### config.mk
export PLATFORM = sky130hd
export DESIGN_NAME = lnk_train_supervisor
export DESIGN_NICKNAME = d
export VERILOG_FILES = /design/src/rtl/lnk_pkg.sv /design/src/rtl/lnk_datapath.sv /design/src/rtl/lnk_control.sv /design/src/rtl/lnk_train_supervisor.sv
export SDC_FILE = /design/constraint.sdc
export NUM_CORES = 1
export LEC_CHECK = 0
export ABC_AREA = 1
export ABC_CLOCK_PERIOD_IN_PS = 6200
export BUFFER_PORTS_ARGS = -buffer_cell sky130_fd_sc_hd__buf_2
export CAP_MARGIN = 30
export CORE_MARGIN = 3
export CORE_UTILIZATION = 55
export DETAILED_ROUTE_END_ITERATION = 16
export PLACE_DENSITY_LB_ADDON = 0.25
export SETUP_SLACK_MARGIN = 0.05
export SKIP_LAST_GASP = 1
export SYNTH_ARGS = -nofsm -noshare
export SYNTH_HDL_FRONTEND = slang
export SYNTH_HIERARCHICAL = 1
export SYNTH_SLANG_ARGS = --single-unit
### constraint.sdc
create_clock -name clk -period 6.2 [get_ports clk]
set_input_delay 0 -clock clk [delete_from_list [all_inputs] [get_ports clk]]
set_output_delay 0 -clock clk [all_outputs]
set_load 0.005 [all_outputs]
### src/rtl/lnk_pkg.sv
package lnk_pkg;

  localparam int          SPEED_W    = 4;
  localparam logic [3:0]  GEN1_CODE  = 4'd1;
  localparam int          STATE_W    = 6;
  localparam logic [5:0]  STUCK_CODE = 6'h0D;

  typedef enum logic [3:0] {
    S_IDLE, S_CAPW, S_CHECK, S_RXV, S_ORD1, S_OWR1, S_HOLD, S_ORD2, S_OWR2, S_WAIT
  } lnkState_t;

  typedef enum logic [2:0] {
    OP_NONE, OP_RD_RXV, OP_RD_OVR, OP_WR_SET, OP_WR_CLR
  } phyOp_t;

  typedef struct packed {
    logic   tmrLoadPoll;
    logic   tmrLoadHold;
    logic   tmrRun;
    logic   pollClr;
    logic   pollInc;
    logic   ovrCapture;
    phyOp_t phyOp;
  } lnkStrb_t;

endpackage

### src/rtl/lnk_datapath.sv
module lnk_datapath
  import lnk_pkg::*;
#(
  parameter int CLK_PER_US = 125,
  parameter int POLL_US    = 10,
  parameter int HOLD_US    = 3000,
  parameter int MAX_POLLS  = 4000,
  parameter int PHY_AW     = 16,
  parameter int PHY_DW     = 16,
  parameter int RXV_BIT    = 0,
  parameter logic [PHY_AW-1:0] RXV_ADDR = 16'h100D,
  parameter logic [PHY_AW-1:0] OVR_ADDR = 16'h1005,
  parameter logic [PHY_DW-1:0] OVR_MASK = 16'h0028
) (
  input  logic              clk,
  input  logic              rstN,
  input  lnkStrb_t          strb,
  input  logic [STATE_W-1:0] ltssmStateIn,
  input  logic              linkUpIn,
  input  logic              inTrainingIn,
  input  logic [PHY_DW-1:0] phyRdData,
  output logic              linkUp,
  output logic              stuckState,
  output logic              rxValid,
  output logic              tmrDone,
  output logic              pollLast,
  output logic              phyReq,
  output logic              phyWe,
  output logic [PHY_AW-1:0] phyAddr,
  output logic [PHY_DW-1:0] phyWrData
);

  localparam int POLL_CYC = CLK_PER_US * POLL_US;
  localparam int HOLD_CYC = CLK_PER_US * HOLD_US;
  localparam int TMR_MAX  = (POLL_CYC > HOLD_CYC) ? POLL_CYC : HOLD_CYC;
  localparam int TW       = $clog2(TMR_MAX + 1);
  localparam int PW       = $clog2(MAX_POLLS + 1);

  logic [TW-1:0]     tmr;
  logic [PW-1:0]     pollCnt;
  logic [PHY_DW-1:0] ovrVal;

  always_ff @(posedge clk) begin
    if (!rstN) begin
      tmr     <= '0;
      pollCnt <= '0;
      ovrVal  <= '0;
    end else begin
      if (strb.tmrLoadPoll)                 tmr <= TW'(POLL_CYC - 1);
      else if (strb.tmrLoadHold)            tmr <= TW'(HOLD_CYC - 1);
      else if (strb.tmrRun && tmr != '0)    tmr <= tmr - 1'b1;

      if (strb.pollClr)      pollCnt <= '0;
      else if (strb.pollInc) pollCnt <= pollCnt + 1'b1;

      if (strb.ovrCapture) ovrVal <= phyRdData;
    end
  end

  assign tmrDone    = (tmr == '0);
  assign pollLast   = (pollCnt == PW'(MAX_POLLS - 1));
  assign linkUp     = linkUpIn & ~inTrainingIn;
  assign stuckState = (ltssmStateIn == STUCK_CODE);
  assign rxValid    = phyRdData[RXV_BIT];

  always_comb begin
    phyReq    = 1'b1;
    phyWe     = 1'b0;
    phyAddr   = OVR_ADDR;
    phyWrData = ovrVal;
    unique case (strb.phyOp)
      OP_RD_RXV: phyAddr = RXV_ADDR;
      OP_RD_OVR: ;
      OP_WR_SET: begin phyWe = 1'b1; phyWrData = ovrVal | OVR_MASK;  end
      OP_WR_CLR: begin phyWe = 1'b1; phyWrData = ovrVal & ~OVR_MASK; end
      default:   phyReq = 1'b0;
    endcase
  end

endmodule

### src/rtl/lnk_control.sv
module lnk_control
  import lnk_pkg::*;
(
  input  logic     clk,
  input  logic     rstN,
  input  logic     start,
  input  logic     linkUp,
  input  logic     stuckState,
  input  logic     rxValid,
  input  logic     tmrDone,
  input  logic     pollLast,
  input  logic     phyAck,
  input  logic     phyErr,
  output lnkStrb_t strb,
  output logic     capWr,
  output logic     ltssmEn,
  output logic     done,
  output logic     pass
);

  lnkState_t state, nextState;
  logic      finish, finPass;

  always_comb begin
    nextState = state;
    strb      = '0;
    finish    = 1'b0;
    finPass   = 1'b0;
    unique case (state)
      S_IDLE: if (start) begin
        nextState    = S_CAPW;
        strb.pollClr = 1'b1;
      end
      S_CAPW: nextState = S_CHECK;
      S_CHECK: begin
        if (linkUp) begin
          nextState = S_IDLE;
          finish    = 1'b1;
          finPass   = 1'b1;
        end else begin
          nextState = S_RXV;
        end
      end
      S_RXV: begin
        strb.phyOp = OP_RD_RXV;
        if (phyAck) begin
          if (phyErr || rxValid || !stuckState) begin
            nextState        = S_WAIT;
            strb.tmrLoadPoll = 1'b1;
          end else begin
            nextState = S_ORD1;
          end
        end
      end
      S_ORD1, S_ORD2: begin
        strb.phyOp = OP_RD_OVR;
        if (phyAck) begin
          if (phyErr) begin
            nextState        = S_WAIT;
            strb.tmrLoadPoll = 1'b1;
          end else begin
            strb.ovrCapture = 1'b1;
            nextState       = (state == S_ORD1) ? S_OWR1 : S_OWR2;
          end
        end
      end
      S_OWR1: begin
        strb.phyOp = OP_WR_SET;
        if (phyAck) begin
          if (phyErr) begin
            nextState        = S_WAIT;
            strb.tmrLoadPoll = 1'b1;
          end else begin
            nextState        = S_HOLD;
            strb.tmrLoadHold = 1'b1;
          end
        end
      end
      S_HOLD: begin
        strb.tmrRun = 1'b1;
        if (tmrDone) nextState = S_ORD2;
      end
      S_OWR2: begin
        strb.phyOp = OP_WR_CLR;
        if (phyAck) begin
          nextState        = S_WAIT;
          strb.tmrLoadPoll = 1'b1;
        end
      end
      S_WAIT: begin
        strb.tmrRun = 1'b1;
        if (tmrDone) begin
          if (pollLast) begin
            nextState = S_IDLE;
            finish    = 1'b1;
          end else begin
            nextState    = S_CHECK;
            strb.pollInc = 1'b1;
          end
        end
      end
      default: nextState = S_IDLE;
    endcase
  end

  always_ff @(posedge clk) begin
    if (!rstN) begin
      state   <= S_IDLE;
      ltssmEn <= 1'b0;
      done    <= 1'b0;
      pass    <= 1'b0;
    end else begin
      state <= nextState;
      done  <= finish;
      if (finish) pass <= finPass;
      if (state == S_IDLE && start) begin
        pass    <= 1'b0;
        ltssmEn <= 1'b0;
      end
      if (state == S_CAPW) ltssmEn <= 1'b1;
    end
  end

  assign capWr = (state == S_CAPW);

endmodule

### src/rtl/lnk_train_supervisor.sv
module lnk_train_supervisor
  import lnk_pkg::*;
#(
  parameter int CLK_PER_US = 125,
  parameter int POLL_US    = 10,
  parameter int HOLD_US    = 3000,
  parameter int MAX_POLLS  = 4000,
  parameter int PHY_AW     = 16,
  parameter int PHY_DW     = 16,
  parameter logic [PHY_AW-1:0] RXV_ADDR = 16'h100D,
  parameter logic [PHY_AW-1:0] OVR_ADDR = 16'h1005
) (
  input  logic              clk,
  input  logic              rstN,
  input  logic              start,
  output logic              capWr,
  output logic [3:0]        capSpeed,
  output logic              ltssmEn,
  input  logic [5:0]        ltssmStateIn,
  input  logic              linkUpIn,
  input  logic              inTrainingIn,
  output logic              phyReq,
  output logic              phyWe,
  output logic [PHY_AW-1:0] phyAddr,
  output logic [PHY_DW-1:0] phyWrData,
  input  logic              phyAck,
  input  logic              phyErr,
  input  logic [PHY_DW-1:0] phyRdData,
  output logic              done,
  output logic              pass
);

  lnkStrb_t strb;
  logic linkUp, stuckState, rxValid, tmrDone, pollLast;

  assign capSpeed = GEN1_CODE;

  lnk_control uCtl (
    .clk, .rstN, .start, .linkUp, .stuckState, .rxValid, .tmrDone, .pollLast,
    .phyAck, .phyErr, .strb, .capWr, .ltssmEn, .done, .pass
  );

  lnk_datapath #(
    .CLK_PER_US(CLK_PER_US), .POLL_US(POLL_US), .HOLD_US(HOLD_US),
    .MAX_POLLS(MAX_POLLS), .PHY_AW(PHY_AW), .PHY_DW(PHY_DW),
    .RXV_ADDR(RXV_ADDR), .OVR_ADDR(OVR_ADDR)
  ) uDp (
    .clk, .rstN, .strb, .ltssmStateIn, .linkUpIn, .inTrainingIn, .phyRdData,
    .linkUp, .stuckState, .rxValid, .tmrDone, .pollLast,
    .phyReq, .phyWe, .phyAddr, .phyWrData
  );

endmodule

Word-level counts from Yosys, hierarchy flattened --
Cells that the tools add are included.
Word-level totals: register bits after elaboration 54, latch bits 0, RAM bits 0, ROM bits 0, bits of input ports 29, output and inout port bits 42, word-level logic and storage cells 102, memories 0
Operators by class: add/subtract/negate cells 2, multiply operators 0, divide/modulo/power cells 0, magnitude comparators 0, eq/ne operators 22, shifts and indexed selects 0, muxes and demuxes 46, bitwise operators 3, reduce and logical (&&, ||, !) cells 20
Operators by type and width (count):
- $mux W4 | 12
- $mux W19 | 2
- $pmux W4 S9 | 1
- $mux W1 | 23
- $logic_not A19 Y1 | 1
- $reduce_bool A19 Y1 | 1
- $sub A19 B1 Y19 const B | 1
- $eq A4 B3 Y1 const B | 4
- $ne A2 B2 Y1 const B | 7
- $add A12 B1 Y12 const B | 1
- $eq A12 B12 Y1 const B | 1
- $pmux W3 S4 | 1
- $pmux W6 S2 | 1
- $reduce_or A2 Y1 | 6
- $mux W11 | 1
- $eq A4 B2 Y1 const B | 2
- $eq A4 B4 Y1 const B | 2
- $reduce_and A7 Y1 | 1
- $eq A3 B2 Y1 const B | 2
- $eq A6 B4 Y1 const B | 1
- $mux W2 | 3
- $eq A4 B1 Y1 const B | 1
- $logic_not A4 Y1 | 1
- $pmux W1 S4 | 1
- other kinds (12) | 16

Depth between registers and ports, before layout --
depth in word-level cells 7, depth in mapped cells 15, mapped depth without buffers 14

By module --
The synthesis kept the hierarchy.
By module, submodules not included:
- lnk_datapath | instances 1, cells an instance 409, area an instance 2681.3 um^2, seq. area each 940.9 um^2
- lnk_control | instances 1, cells an instance 109, area an instance 639.4 um^2, seq. area each 140.1 um^2
- lnk_train_supervisor | instances 1, cells an instance 6, area an instance 37.5 um^2, seq. area each 0.0 um^2

Worst setup path after synthesis --
No wires, ideal clock.
path type register -> register, from register uDp.tmr[0], to register uDp.pollCnt[10], setup time 119 ps, arrival time 2243 ps, required time 6081 ps, slack 3838 ps, stages on the path, launching flop included 15, path buffers 1, clock period less this slack 2362 ps, cells stage by stage dfxtp_1 > clkinv_1 > ha_1 > nand2_2 > nor2_4 > nand3_4 > buf_6 > inv_1 > inv_1 > nor2_1 > inv_1 > nor4_2 > nand2_1 > o21ai_0 > a21oi_1
RTL lines:
- from (decl) | line lnk_datapath.sv:39 | logic [TW-1:0] tmr;
- from (signal assigned) | line lnk_datapath.sv:49 | if (strb.tmrLoadPoll) tmr <= TW'(POLL_CYC - 1);
- from (signal assigned) | line lnk_datapath.sv:50 | else if (strb.tmrLoadHold) tmr <= TW'(HOLD_CYC - 1);
- from (signal assigned) | line lnk_datapath.sv:51 | else if (strb.tmrRun && tmr != '0) tmr <= tmr - 1'b1;
- to (signal assigned) | line lnk_datapath.sv:54 | else if (strb.pollInc) pollCnt <= pollCnt + 1'b1;
- to (decl) | line lnk_datapath.sv:40 | logic [PW-1:0] pollCnt;

==> impl_metrics.toml <==
[clocking]
root_buffer = "clkbuf_8"
ctsHoldBuffers = 17
htree_levels = 2
cts_tree = "yes"
cts_buffer_depth = 2
numCtsBuffers = 5
cts.sinks = 54
cts_setup_buffers = 0
cts_resized = 0
cts.reportedPaths.clkPinSlew_ns = 0.10
clk_latency_ns = 0.30

[synthesis]
synth_area_um2 = 3358
synth_warnings = 6
synth-edff-count = 0
synth_cell_types = 34
synthArstFlopShare = 0
syn_avg_cell_area_um2 = 6.409
synth-main-ff-cell = "dfxtp_1"
synth_seq_cells = 54
seq_area_frac_synth = 0.3219
netlist_instances = 524

[setup_path]
crit_chain = "clkinv_1 > ha_1 > nand2_2 > nor2_4 > nand3_4 > inv_1 > inv_1 > nor2_1 > inv_1 > nor4_2 > nand2_1 > o21ai_0 > a21oi_1"
path_buf_inv = 4
crit_type = "reg2reg"
cp.arrival_ns = 2.86
max_stage_delay_ns = 0.47
cp_max_fo = 14
startpoint_type = "flop"
crit_required_ns = 6.40
worst_path_most_repeated_cell = "inv_1"
startpoint = "uDp/tmr[0]$_SDFFE_PN0P_"
critPathCaptureType = "flop"
ff2ff_setup_slack_ns = 3.54
reg2reg_from = "uDp/tmr[0]$_SDFFE_PN0P_"
slowest_stage = "nor4_2"
critical_path.top_delay_family = "simple AND/OR/NAND/NOR gates"

[grt]
grt.total_usage = 0.2168
grt_max_degree = 27
antenna_found_initial = 0
grt_pass1_wl_um = 13040
overflow = 0
grt_pass1_vias = 2945

[timing]
fmaxAchievable_mhz = 376.0
rsz0062_at_grt = "no"
timing.hold.ws_ns = 0.05760
fin_ws_ns = 3.541
drv_slew = 0
worst_slew_pin_slew_ns = 0.5661
slew_headroom = 0.6217
min_period_over_period = 0.4289
setup_tns_ns = 0
period_needed_ns = 2.659
finalHoldViolations = 0
fin_worst_skew_ns = 0.005282
setup_viol = 0

[floorplan]
pin_count = 71
core_area_um2 = 5709
dieArea_um2 = 7080
rows = 27
die_h_um = 84.14
die_x_um = 84.14
start_util = 0.5882

[power]
clkPwrFrac = 0.125
p_seq_frac = 0.284
p_int_mw = 0.7982
p_leak_nw = 1.925
comb_power_share = 0.591
vdd_drop_max_v = 0.0003427
swShare = 0.4981
p_sw_mw = 0.7923
p_per_area_nw_per_um2 = 427.3

[layout]
finalCoreUtilization = 0.6520
area_growth_pct = 10.84
fin_nets = 604
layout_common_cells = "105 x nor2_1, 104 x nand2_1, 61 x inv_1"
diodes = 0
final_common_cell = "nor2_1"
drive_gt1_frac = 0.1568
instances_no_fill = 646

[placed_design]
io_buffers = 51
dp.cells = 621
dp_slack_ns = 3.590
dpl.hpwl_um = 5480
gp_congestion = 0.9527

[detailed_routing]
drt_wl_total_um = 7509
antenna_left = 0
drt_iter0_markers = 180
first_pass_iters = 5
routedWlPerCell_um = 11.62
vias = 3196
drc = 0
routed_via_density = 4.947

[run]
max-cap-violations = 0

[worst_hold_path]
hold_path_class = "in2reg"
hold_path.startpoint = "start"

[run_status]
status = "finished, final reports clean"
[layer usage]
layer / wire length, µm / GRT usage / up-vias
met4: 102 / 0.07018 / 0
li1: - / - / 1678
met5: 0 / 0 / -
met1: 3501 / 0.2876 / 1424
met2: 3549 / 0.3580 / 84
met3: 355 / 0.03729 / 10
[cell usage after synthesis, types with 3 or more instances]
cell type	n	area, µm²
o21ai_0	26	130.1
nor3_1	7	35.03
nand2_4	3	33.78
nor2_4	4	45.04
dfxtp_1	54	1081
nor2_2	6	37.54
nor2_1	105	394.1
buf_4	34	255.2
a21oi_1	22	110.1
nor3b_1	3	22.52
inv_1	61	229.0
nand4_1	10	62.56
conb_1	4	15.01
inv_2	5	18.77
nand2_2	6	37.54
clkbuf_1	5	18.77
nand3_1	40	200.2
xnor2_1	5	43.79
nand2_1	104	390.4
[cell families after synthesis]
logic type,Yosys count,share of synthesized area
and+or+nand+nor,297,0.4050
buffers and inverters,110,0.1684
DFF,54,0.3219
AOI/OAI and AO/OA,50,0.07452
xor gates and xnor gates,7,0.01826
other,4,0.004470
adders and majority gates,2,0.007450
[metrics by stage]
stage | total power, mW | instance area (µm²)
global route | 1.748 | 3722
finish | 1.590 | 3722
detailed placement | 1.375 | 3463
CTS | 1.592 | 3722
global placement | 1.358 | 3463
floorplan | 1.241 | 3415
[tightest hold or removal path, stage by stage]
cell     delay (ns)
buf_2          0.10
nand3_1        0.11
nand2_1        0.08
a21oi_1        0.04
[layout make-up]
| type | instances | area, µm² |
|---|---|---|
| clock buffers | 6 | 72.57 |
| flip-flops and latches | 54 | 1081 |
| inverters | 68 | 255.2 |
| clock inverters | 2 | 16.27 |
| repair buffers | 69 | 432.9 |
| well taps | 72 | 90.09 |
| fillers | 538 | 1987 |
| multi-input cells | 375 | 1774 |
[power by group through the flow]
stage,clock (mW),combinational (mW),sequential (mW)
after floorplan,0,0.794,0.447
after global placement,0,0.902,0.456
after detailed placement,0,0.917,0.458
after CTS,0.211,0.932,0.450
after global routing,0.219,1.07,0.460
final,0.199,0.940,0.451
[state kept, by name, summed over array words and instances, names as in the netlist]
name,cells
uCtl/done,1
uCtl/ltssmEn,1
uCtl/pass,1
uCtl/state,4
uDp/ovrVal,16
uDp/pollCnt,12
uDp/tmr,19
[path summary, 6_finish.rpt]
| check | end | cells after the start |
|---|---|---|
| setup reg to reg | uDp/pollCnt[10]$_SDFFE_PP0P_ | 13 |
| hold reg to reg | uDp/tmr[18]$_SDFFE_PP0P_ | 2 |
| hold / removal | uCtl/pass$_SDFFE_PP0P_ | 4 |
| setup / recovery | uDp/pollCnt[10]$_SDFFE_PP0P_ | 13 |
Note: power is estimated with default switching activity, not from simulation.
